[config.mk]
export PLATFORM = sky130hd
export DESIGN_NAME = crc16_engine
export DESIGN_NICKNAME = d
export VERILOG_FILES = /design/src/rtl/crc16_pkg.sv /design/src/rtl/crc16_byte_step.sv /design/src/rtl/crc16_remainder.sv /design/src/rtl/crc16_byte_count.sv /design/src/rtl/crc16_engine.sv
export SDC_FILE = /design/constraint.sdc
export NUM_CORES = 1
export LEC_CHECK = 0
export BUFFER_PORTS_ARGS = -buffer_cell sky130_fd_sc_hd__buf_2
export CAP_MARGIN = 0
export CORE_AREA = 2 2 85 87
export CTS_CLUSTER_DIAMETER = 120
export DETAILED_ROUTE_END_ITERATION = 10
export DIE_AREA = 0 0 87 89
export GPL_TIMING_DRIVEN = 0
export SLEW_MARGIN = 0
export SYNTH_ARGS = -nofsm -noshare
export SYNTH_HDL_FRONTEND = slang
export SYNTH_SLANG_ARGS = --single-unit
[constraint.sdc]
create_clock -name clk -period 1.8 [get_ports clk]
set_input_delay 0.36 -clock clk [delete_from_list [all_inputs] [get_ports clk]]
set_output_delay 0.36 -clock clk [all_outputs]
set_load 0.02 [all_outputs]
[src/rtl/crc16_pkg.sv]
`timescale 1ns/1ps
package crc16_pkg;
  localparam int unsigned CRC_W  = 16;
  localparam int unsigned DATA_W = 8;
  localparam int unsigned BUS_W  = 16;
  localparam int unsigned CNT_W  = 12;
  localparam int unsigned ADDR_W = 2;
  localparam int unsigned CLR_BIT = 15;

  localparam logic [CRC_W-1:0] POLY_REFL = 16'h8408;
  localparam logic [CRC_W-1:0] SEED      = 16'hFFFF;
  localparam logic [CRC_W-1:0] XOR_OUT   = 16'hFFFF;

  typedef enum logic [ADDR_W-1:0] {
    REG_CTRL = 2'd0,
    REG_FEED = 2'd1,
    REG_SUM  = 2'd2,
    REG_RAW  = 2'd3
  } reg_sel_e;
endpackage

[src/rtl/crc16_byte_step.sv]
`timescale 1ns/1ps
module crc16_byte_step #(
  parameter int unsigned CRC_W  = crc16_pkg::CRC_W,
  parameter int unsigned DATA_W = crc16_pkg::DATA_W,
  parameter logic [CRC_W-1:0] POLY = crc16_pkg::POLY_REFL
) (
  input  logic [CRC_W-1:0]  rem_in,
  input  logic [DATA_W-1:0] data_in,
  output logic [CRC_W-1:0]  rem_out
);
  localparam int unsigned PAD_W = CRC_W - DATA_W;

  logic [CRC_W-1:0] chain [0:DATA_W];

  assign chain[0] = rem_in ^ {{PAD_W{1'b0}}, data_in};

  // one reflected shift per data bit, LSB first
  for (genvar i = 0; i < DATA_W; i++) begin : g_bit
    assign chain[i+1] = chain[i][0] ? ((chain[i] >> 1) ^ POLY) : (chain[i] >> 1);
  end

  assign rem_out = chain[DATA_W];
endmodule

[src/rtl/crc16_remainder.sv]
`timescale 1ns/1ps
module crc16_remainder #(
  parameter int unsigned CRC_W  = crc16_pkg::CRC_W,
  parameter int unsigned DATA_W = crc16_pkg::DATA_W,
  parameter logic [CRC_W-1:0] POLY = crc16_pkg::POLY_REFL,
  parameter logic [CRC_W-1:0] SEED = crc16_pkg::SEED
) (
  input  logic              clk,
  input  logic              rst_n,
  input  logic              clr,
  input  logic              load,
  input  logic [DATA_W-1:0] data,
  output logic [CRC_W-1:0]  rem
);
  logic [CRC_W-1:0] rem_next;

  crc16_byte_step #(.CRC_W(CRC_W), .DATA_W(DATA_W), .POLY(POLY)) u_step (
    .rem_in (rem),
    .data_in(data),
    .rem_out(rem_next)
  );

  always_ff @(posedge clk or negedge rst_n) begin
    if (!rst_n)    rem <= SEED;
    else if (clr)  rem <= SEED;
    else if (load) rem <= rem_next;
  end

  a_r2_seed_after_clear: assert property (@(posedge clk) disable iff (!rst_n)
    clr |=> (rem == SEED));
  a_r3_hold_when_idle: assert property (@(posedge clk) disable iff (!rst_n)
    (!clr && !load) |=> $stable(rem));
endmodule

[src/rtl/crc16_byte_count.sv]
`timescale 1ns/1ps
module crc16_byte_count #(
  parameter int unsigned CNT_W = crc16_pkg::CNT_W
) (
  input  logic             clk,
  input  logic             rst_n,
  input  logic             clr,
  input  logic             inc,
  output logic [CNT_W-1:0] count
);
  always_ff @(posedge clk or negedge rst_n) begin
    if (!rst_n)   count <= '0;
    else if (clr) count <= '0;
    else if (inc) count <= count + 1'b1;
  end

  a_r2_count_cleared: assert property (@(posedge clk) disable iff (!rst_n)
    clr |=> (count == '0));
  a_r5_count_step: assert property (@(posedge clk) disable iff (!rst_n)
    (inc && !clr && (count != '1)) |=> (count == $past(count) + 1'b1));
  a_r6_count_wrap: assert property (@(posedge clk) disable iff (!rst_n)
    (inc && !clr && (count == '1)) |=> (count == '0));
  a_r3_count_hold: assert property (@(posedge clk) disable iff (!rst_n)
    (!inc && !clr) |=> $stable(count));
endmodule

[src/rtl/crc16_engine.sv]
`timescale 1ns/1ps
module crc16_engine
  import crc16_pkg::*;
#(
  parameter int unsigned BW = crc16_pkg::BUS_W,
  parameter int unsigned AW = crc16_pkg::ADDR_W
) (
  input  logic          clk,
  input  logic          rst_n,
  input  logic          req_valid,
  output logic          req_ready,
  input  logic          req_write,
  input  logic [AW-1:0] req_addr,
  input  logic [BW-1:0] req_wdata,
  output logic          rsp_valid,
  output logic [BW-1:0] rsp_data
);
  localparam int unsigned CNT_PAD = BW - CNT_W;
  localparam int unsigned CRC_PAD = BW - CRC_W;

  reg_sel_e         sel;
  logic             fire;
  logic             do_clr;
  logic             do_feed;
  logic [CRC_W-1:0] rem;
  logic [CNT_W-1:0] count;
  logic [BW-1:0]    rd_word;
  logic             unused_wdata;

  assign req_ready    = 1'b1;
  assign fire         = req_valid && req_ready;
  assign sel          = reg_sel_e'(req_addr);
  assign do_clr       = fire && req_write && (sel == REG_CTRL) && req_wdata[CLR_BIT];
  assign do_feed      = fire && req_write && (sel == REG_FEED);
  assign unused_wdata = ^req_wdata[CLR_BIT-1:DATA_W];

  crc16_remainder #(.CRC_W(CRC_W), .DATA_W(DATA_W), .POLY(POLY_REFL), .SEED(SEED)) u_rem (
    .clk  (clk),
    .rst_n(rst_n),
    .clr  (do_clr),
    .load (do_feed),
    .data (req_wdata[DATA_W-1:0]),
    .rem  (rem)
  );

  crc16_byte_count #(.CNT_W(CNT_W)) u_cnt (
    .clk  (clk),
    .rst_n(rst_n),
    .clr  (do_clr),
    .inc  (do_feed),
    .count(count)
  );

  always_comb begin
    unique case (sel)
      REG_CTRL: rd_word = {{CNT_PAD{1'b0}}, count};
      REG_FEED: rd_word = '0;
      REG_SUM:  rd_word = {{CRC_PAD{1'b0}}, rem ^ XOR_OUT};
      REG_RAW:  rd_word = {{CRC_PAD{1'b0}}, rem};
      default:  rd_word = '0;
    endcase
  end

  always_ff @(posedge clk or negedge rst_n) begin
    if (!rst_n) begin
      rsp_valid <= 1'b0;
      rsp_data  <= '0;
    end else begin
      rsp_valid <= fire && !req_write;
      if (fire && !req_write) rsp_data <= rd_word;
    end
  end

  a_r9_read_answered: assert property (@(posedge clk) disable iff (!rst_n)
    (req_valid && !req_write) |=> rsp_valid);
  a_r10_write_silent: assert property (@(posedge clk) disable iff (!rst_n)
    !(req_valid && !req_write) |=> !rsp_valid);
  a_r10_always_ready: assert property (@(posedge clk) disable iff (!rst_n)
    req_valid |-> req_ready);
  a_r5_count_top_zero: assert property (@(posedge clk) disable iff (!rst_n)
    ($past(req_valid && !req_write && sel == REG_CTRL)) |-> (rsp_data[BW-1:CNT_W] == '0));
endmodule

==> results of run 1 <==
==> layout make-up <==
class | count | share of cell area (%)
Buffer | 14 | 2.41
Clock buffer | 7 | 3.62
Clock inverter | 1 | 0.325
Inverter | 2 | 0.278
Multi-Input combinational cell | 182 | 41.3
Sequential cell | 45 | 42.6
Tap cell | 80 | 3.71
Timing Repair Buffer | 31 | 5.84
==> through the flow <==
stage | cell area (um^2) | total power, mW | worst slack [ns] | TNS, ns | std cells
after global placement | 2580 | 3.12 | -0.329 | -2.93 | 353
after global routing | 2700 | 4.11 | 0.0269 | 0 | 362
after detailed placement | 2580 | 3.15 | -0.372 | -3.06 | 353
after floorplan | 2330 | 2.75 | 0.0799 | 0 | 243
after CTS | 2690 | 3.87 | 0.0343 | 0 | 361
final | 2700 | 3.84 | 0.149 | 0 | 362
==> layer usage <==
metal	vias up	global-route usage (%)
met5	-	0
met4	0	5.82
met3	11	3.05
met2	42	21.7
met1	877	21.5
li1	915	-
==> registers in the layout, indices dropped and copies added, names as in the netlist <==
name	cells
rsp_data	16
u_cnt.count	12
u_rem.rem	16
rsp_valid	1
==> synthesized netlist by cell type, types with 8 or more instances <==
cell type / count
dfrtp_1: 29
nand2_1: 25
nor2_1: 23
xnor2_1: 23
o21ai_0: 22
a21oi_1: 19
dfstp_2: 16
xor2_1: 12
clkbuf_1: 9
nand2b_1: 9
a211oi_1: 8
==> placed cells by master, fill, tap and decap left out, types with 3 or more instances in the layout <==
cell	n
a211oi_1	8
a21oi_1	19
a31oi_1	7
and2_1	3
buf_2	31
clkbuf_1	10
clkbuf_8	5
dfrtp_1	27
dfstp_2	16
nand2_1	25
nand2b_1	9
nand3_1	4
nor2_1	23
nor3_1	3
o21ai_0	22
o22a_1	7
or3_1	3
xnor2_1	23
xor2_1	12
==> power by group through the flow <==
stage                     logic, mW  clock network [mW]  registers (mW)
after detailed placement       1.37                   0            1.78
after CTS                      1.38               0.737            1.76
after global placement         1.35                   0            1.77
final                          1.36               0.726            1.76
after floorplan               0.973                   0            1.77
after global routing           1.52               0.779            1.80
==> worst max path at each step <==
stage / cells after the start / to / start / slack, ns
3_3_place_gp: 5 / u_cnt.count[7] / req_addr[0] / -0.33
4_1_cts: 4 / u_cnt.count[10] / u_cnt.count[3] / 0.03
6_report: 4 / u_cnt.count[10] / u_cnt.count[3] / 0.15
2_1_floorplan: 5 / u_cnt.count[10] / req_addr[1] / 0.08
5_1_grt: 6 / u_cnt.count[8] / req_addr[0] / 0.03
3_5_place_dp: 5 / u_cnt.count[9] / req_addr[0] / -0.37
==> what timing repair did <==
item                       CTS  global route
resized for setup            1             2
hold buffers                 0             0
setup endpoints to repair    6             2
buffers inserted             0             1
pin swaps                    0             1
==> logic make-up after synthesis <==
group                      after synthesis  share of synthesized area (%)
and+or+nand+nor                         80                           17.2
AOI/OAI and AO/OA                       65                           16.6
DFF                                     45                           49.2
xor gates and xnor gates                35                           13.2
buffers and inverters                   16                           3.12
other                                    1                          0.161
adders and majority gates                1                          0.538
==> metrics.cfg, run 1 <==
[outcome]
outcome = completed

[final_layout]
multi_input_area_um2 = 1110
drive_gt1_share_pct = 22.3
antennaDiodeCount = 0
fillers = 699
final_nets = 304
synthToLayoutAreaGrowth_pct = 16.0
fin_util_pct = 40.2
seqCellArea_um2 = 1150

[logic_synthesis]
synth_area_per_cell_um2 = 9.58
yosysTopAreaCellShare_pct = 31.2
synth-warning-count = 0
ys_ff_latch = 45
syn_inst = 243
ys.flop_type = dfrtp_1
yosysTopAreaCell = dfrtp_1
async_flop_share_pct = 100
ys_types = 33
yosysSeqAreaShare_pct = 49.2
synth_area_um2 = 2330
synth.net_count = 266
synthTopCellsByArea = dfrtp_1 (31%), dfstp_2 (18%), xnor2_1 (8.7%)
synth_edf_count = 0

[setup_path]
endpoint_kind = flop
worstPathRequired_ns = 2.03
arrival_ns = 1.88
cp_cell_sequence = nand4_1 > or4_4 > or3_1 > a21oi_1
rr_endpoint = u_cnt.count[10]
worst-path-buf-inv = 0
crit_fanout = 7
reg2regPathDepth = 4
critPathTopFamily = simple AND/OR/NAND/NOR gates
max_stage_delay_ns = 0.52
path_class = flop to flop
cp-start-kind = flop
cpMaxStageDelayCell = or4_4
r2r_setup_slack_ns = 0.15
r2r-start = u_cnt.count[3]

[routing]
remaining_drc_errors = 0
routed_wl_mm = 5.35
wl_met2_mm = 2.32
ant_nets = 0
dr.pass1.iters = 5
top_layer_used = met4
vias = 1845
wl_met3_um = 190
wl_met1_mm = 2.72
post_drt_wl_per_cell_um = 14.8
dr.first_iter.drc_count = 107
vias_per_cell = 5.10

[sta]
fin_crit_ns = 1.65
setup_viol = 0
holdWs_ns = 0.207
hold_viol = 0
worst_slew_pin_slew_ns = 0.998
drv_slew = 0
relSlewSlack_pct = 33.5
fin_crit_sh_pct = 91.7
skew_ns = 0.00645
rsz0062_at_grt = no
fmax_mhz = 606

[power]
vdd_drop_max_uv = 480
netSwitchingFraction_pct = 36.5
cellInternalPower_mw = 2.44
power.switching_mw = 1.40
comb_power_share_pct = 35.3
p_leak_nw = 1.12
p_seq_share_pct = 45.8
p_per_area_nw_per_um2 = 1420
power_frac_clock_pct = 18.9

[placed_design]
place.gp.congestion = 0.831
place_hpwl_mm = 4.07
io_buffers = 30

[grt]
grt_pass1_wl_mm = 8.84
grt_pass1_vias = 1743
grt_usage_pct = 14.8
grt_max_degree = 46
grt_overflow = 0
antenna_found_initial = 0

[die]
start_util_pct = 34.6
num_rows = 30
die_area_um2 = 7740
die_w_um = 87
die_h_um = 89
io_pins = 40
core_um2 = 6720

[job]
cap_violations = 0

[clock_tree]
cts_max_level = 2
clock-sinks = 45
insertion_delay_ns = 0.30
cts_buffer_depth = 2
clk_pin_slew_ns = 0.09
numCtsBuffers = 5
cts_tree = built
cts_root_buf = clkbuf_8

[hold_path]
hp-class = input pin to async pin

(Power assumes the default switching activity.)
==> run 2: changes to the inputs <==
Settings changed: CORE_AREA 2 2 85 87 to 2 2 91 93, DIE_AREA 0 0 87 89 to 0 0 93 95, SYNTH_HIERARCHICAL from default to 1.
Clock period 1.8 ns to 1.4 ns, I/O delays scaled along.
==> metrics.cfg, run 2 <==
[setup_path]
endpoint_kind = flop
crit_start = u_rem/rem[1]
max_stage_delay_ns = 0.58  ; +0.06 ns
arrival_ns = 1.72  ; -0.16 ns
cp_cell_sequence = xnor2_4 > buf_6 > buf_6 > xnor3_1 > a211o_1
cpMaxStageDelayCell = dfstp_2
worst-path-buf-inv = 2  ; +2
critPathTopFamily = flip-flops
r2r-start = u_rem/rem[1]
crit_fanout = 3  ; -4
critPathMostFrequentCell = buf_6
worstPathRequired_ns = 1.62  ; -0.41 ns
path_class = flop to flop
cp-start-kind = flop

[sta]
finalSetupTns_ns = -0.465  ; -0.465 ns
layout_setup_ws_ns = -0.100  ; -0.249 ns
skew_ns = 0.00671  ; +0.000259 ns
setup_viol = 9  ; +9
fin_crit_ns = 1.50  ; -0.151 ns
fin_crit_sh_pct = 107  ; +15 points
hold_viol = 0  ; unchanged
relSlewSlack_pct = 29.2  ; -4.2 points
drv_slew = 0  ; unchanged
rsz0062_at_grt = yes
fmax_mhz = 667  ; +10%
worst_slew_pin_slew_ns = 1.06  ; +0.0633 ns

[final_layout]
drive_gt1_share_pct = 44.3  ; +22 points
fin_util_pct = 43.1  ; +2.9 points
synthToLayoutAreaGrowth_pct = 28.9
antennaDiodeCount = 0  ; unchanged
final_nets = 322  ; +5.9%
reg_top3 = rsp_data (16), u_rem/rem (16), u_cnt/count (12)
seqCellArea_um2 = 1150  ; +0.44%
final_cells = 405  ; +12%
final_common_cell = buf_4
multi_input_area_um2 = 1470  ; +32%
design_area_um2 = 3420  ; +27%
layout_common_cells = buf_4 (36), nor2_1 (34), buf_2 (31)
fillers = 773  ; +11%

[die]
io_pins = 40  ; unchanged
die_w_um = 93  ; +6.9%
core_um2 = 7930  ; +18%
start_util_pct = 33.4  ; -1.2 points
die_h_um = 95  ; +6.7%
die_area_um2 = 8840  ; +14%
num_rows = 33  ; +10%

[logic_synthesis]
synth_edf_count = 0  ; unchanged
yosysTopAreaCell = dfrtp_1
yosysTopAreaCellShare_pct = 27.4  ; -3.8 points
async_flop_share_pct = 100  ; unchanged
synth_commonest_cells = nor2_1 (34), dfrtp_1 (29), xnor2_1 (25)
synth.net_count = 252  ; -5.3%
yosysSeqAreaShare_pct = 43.2  ; -6.0 points
synth-warning-count = 6  ; +6
ys_ff_latch = 45  ; unchanged
synth_area_per_cell_um2 = 11.6  ; +21%
synthTopCellsByArea = dfrtp_1 (27%), dfstp_2 (16%), xnor2_1 (8.3%)
syn_inst = 229  ; -5.8%
ys_types = 43  ; +30%
synth.most_common_cell = nor2_1
synth_area_um2 = 2650  ; +14%
ys.flop_type = dfrtp_1

[routing]
remaining_drc_errors = 0  ; unchanged
vias_per_cell = 4.80  ; -5.7%
routed_wl_mm = 6.13  ; +15%
ant_nets = 0  ; unchanged
vias = 1946  ; +5.5%
dr.pass1.iters = 4  ; -1
dr.first_iter.drc_count = 98  ; -8.4%
post_drt_wl_per_cell_um = 15.1  ; +2.5%

[grt]
antenna_found_initial = 0  ; unchanged
grt_usage_pct = 13.8  ; -1.0 points
grt_max_degree = 46  ; unchanged
grt_pass1_wl_mm = 9.43  ; +6.7%
grt_pass1_vias = 1818  ; +4.3%
grt_overflow = 0  ; unchanged

[clock_tree]
numCtsBuffers = 5  ; unchanged
insertion_delay_ns = 0.29  ; about the same
cts_buffer_depth = 2  ; unchanged
clk_pin_slew_ns = 0.09  ; about the same
clock-sinks = 45  ; unchanged
cts_max_level = 2  ; unchanged
hold_buffers = 0  ; unchanged
cts_root_buf = clkbuf_8
cts_tree = built

[outcome]
outcome = finished with violations
violations = negative setup slack

[power]
comb_power_share_pct = 50.4  ; +15 points
p_per_area_nw_per_um2 = 1830  ; +28%
cellInternalPower_mw = 4.16  ; +71%
netSwitchingFraction_pct = 33.2  ; -3.2 points
vdd_drop_max_uv = 1100  ; +130%
p_leak_nw = 1.60  ; +42%
power.switching_mw = 2.07  ; +48%
power_frac_clock_pct = 12.8  ; -6.1 points
p_seq_share_pct = 36.8  ; -9.0 points

[hold_path]
hp-class = input pin to async pin

[placed_design]
dpl.cell_count = 363  ; +2.8%
place_hpwl_mm = 4.13  ; +1.5%
place.gp.congestion = 0.822  ; -1.1%
place_area_um2 = 2990  ; +16%
io_buffers = 29  ; -3.3%

[job]
cap_violations = 0  ; unchanged

==> run 2: cell type report <==
cell class | count | share of cell area [%]
plain buffers | 14 | 4.25
clock buffers | 5 | 2.01
clock inverters | 3 | 0.513
inverters | 4 | 0.440
multi-input cells | 165 | 42.9
flip-flops and latches | 45 | 33.8
well taps | 105 | 3.85
repair buffers | 64 | 12.3
==> run 2: power groups by stage <==
stage	clock network (mW)	registers (mW)	logic, mW
6_report	0.800	2.29	3.14
5_1_grt	0.882	2.36	3.38
4_1_cts	0.832	2.32	2.96
3_5_place_dp	0	2.35	2.55
3_3_place_gp	0	2.34	2.53
2_1_floorplan	0	2.35	2.01
==> run 2: path summary, 6_finish.rpt <==
kind | endpoint | slack, ns | cells past startpoint
worst max-delay path | u_rem/rem[9] | -0.1 | 5
worst min-delay path | rsp_data[12] | 0.18 | 1
worst max register to register | u_rem/rem[9] | -0.1 | 5
worst min register to register | rsp_data[14] | 0.48 | 2
max in group asynchronous | u_cnt/count[8] | 0.50 | 1
min in group clk | rsp_data[0] | 0.35 | 3
==> run 2: timing repair <==
action / 4_1_cts / 5_1_grt
resized for setup: 10 / 11
pin swaps: 10 / 9
buffers inserted: 15 / 20
cloned: 0 / 0
endpoints found under the setup margin: 21 / 19
==> run 2: cells by family (layout without fill, tap and decap cells) <==
group	Yosys count	in the layout	share of synthesized area (%)
AO/OA/AOI/OAI	37	37	12.6
XOR/XNOR	49	49	22.8
adder cells (fa/ha/maj)	1	1	0.472
buffers and inverters	19	90	5.66
flip-flops	45	45	43.2
multiplexers	1	1	0.378
other	1	1	0.142
AND/OR/NAND/NOR	76	76	14.8
==> run 2: metal layers <==
layer  vias to the layer above  GRT usage, %  wire length, um  share of wire [%]
li1                        927             -                -                  -
met1                       946          19.9             2910                 48
met2                        63          21.9             2850                 46
met3                        10          2.47              304                5.0
met4                         0          2.82               63                1.0
met5                         -             0                0                  0
==> run 2: stage by stage <==
step / power (mW) / hold WS [ns] / setup slack, ns
2_1_floorplan: 4.36 / -0.0156 / -0.375
3_3_place_gp: 4.86 / 0.466 / -0.641
3_5_place_dp: 4.90 / 0.469 / -0.697
4_1_cts: 6.11 / 0.203 / -0.176
5_1_grt: 6.62 / 0.241 / -0.124
6_report: 6.23 / 0.185 / -0.100
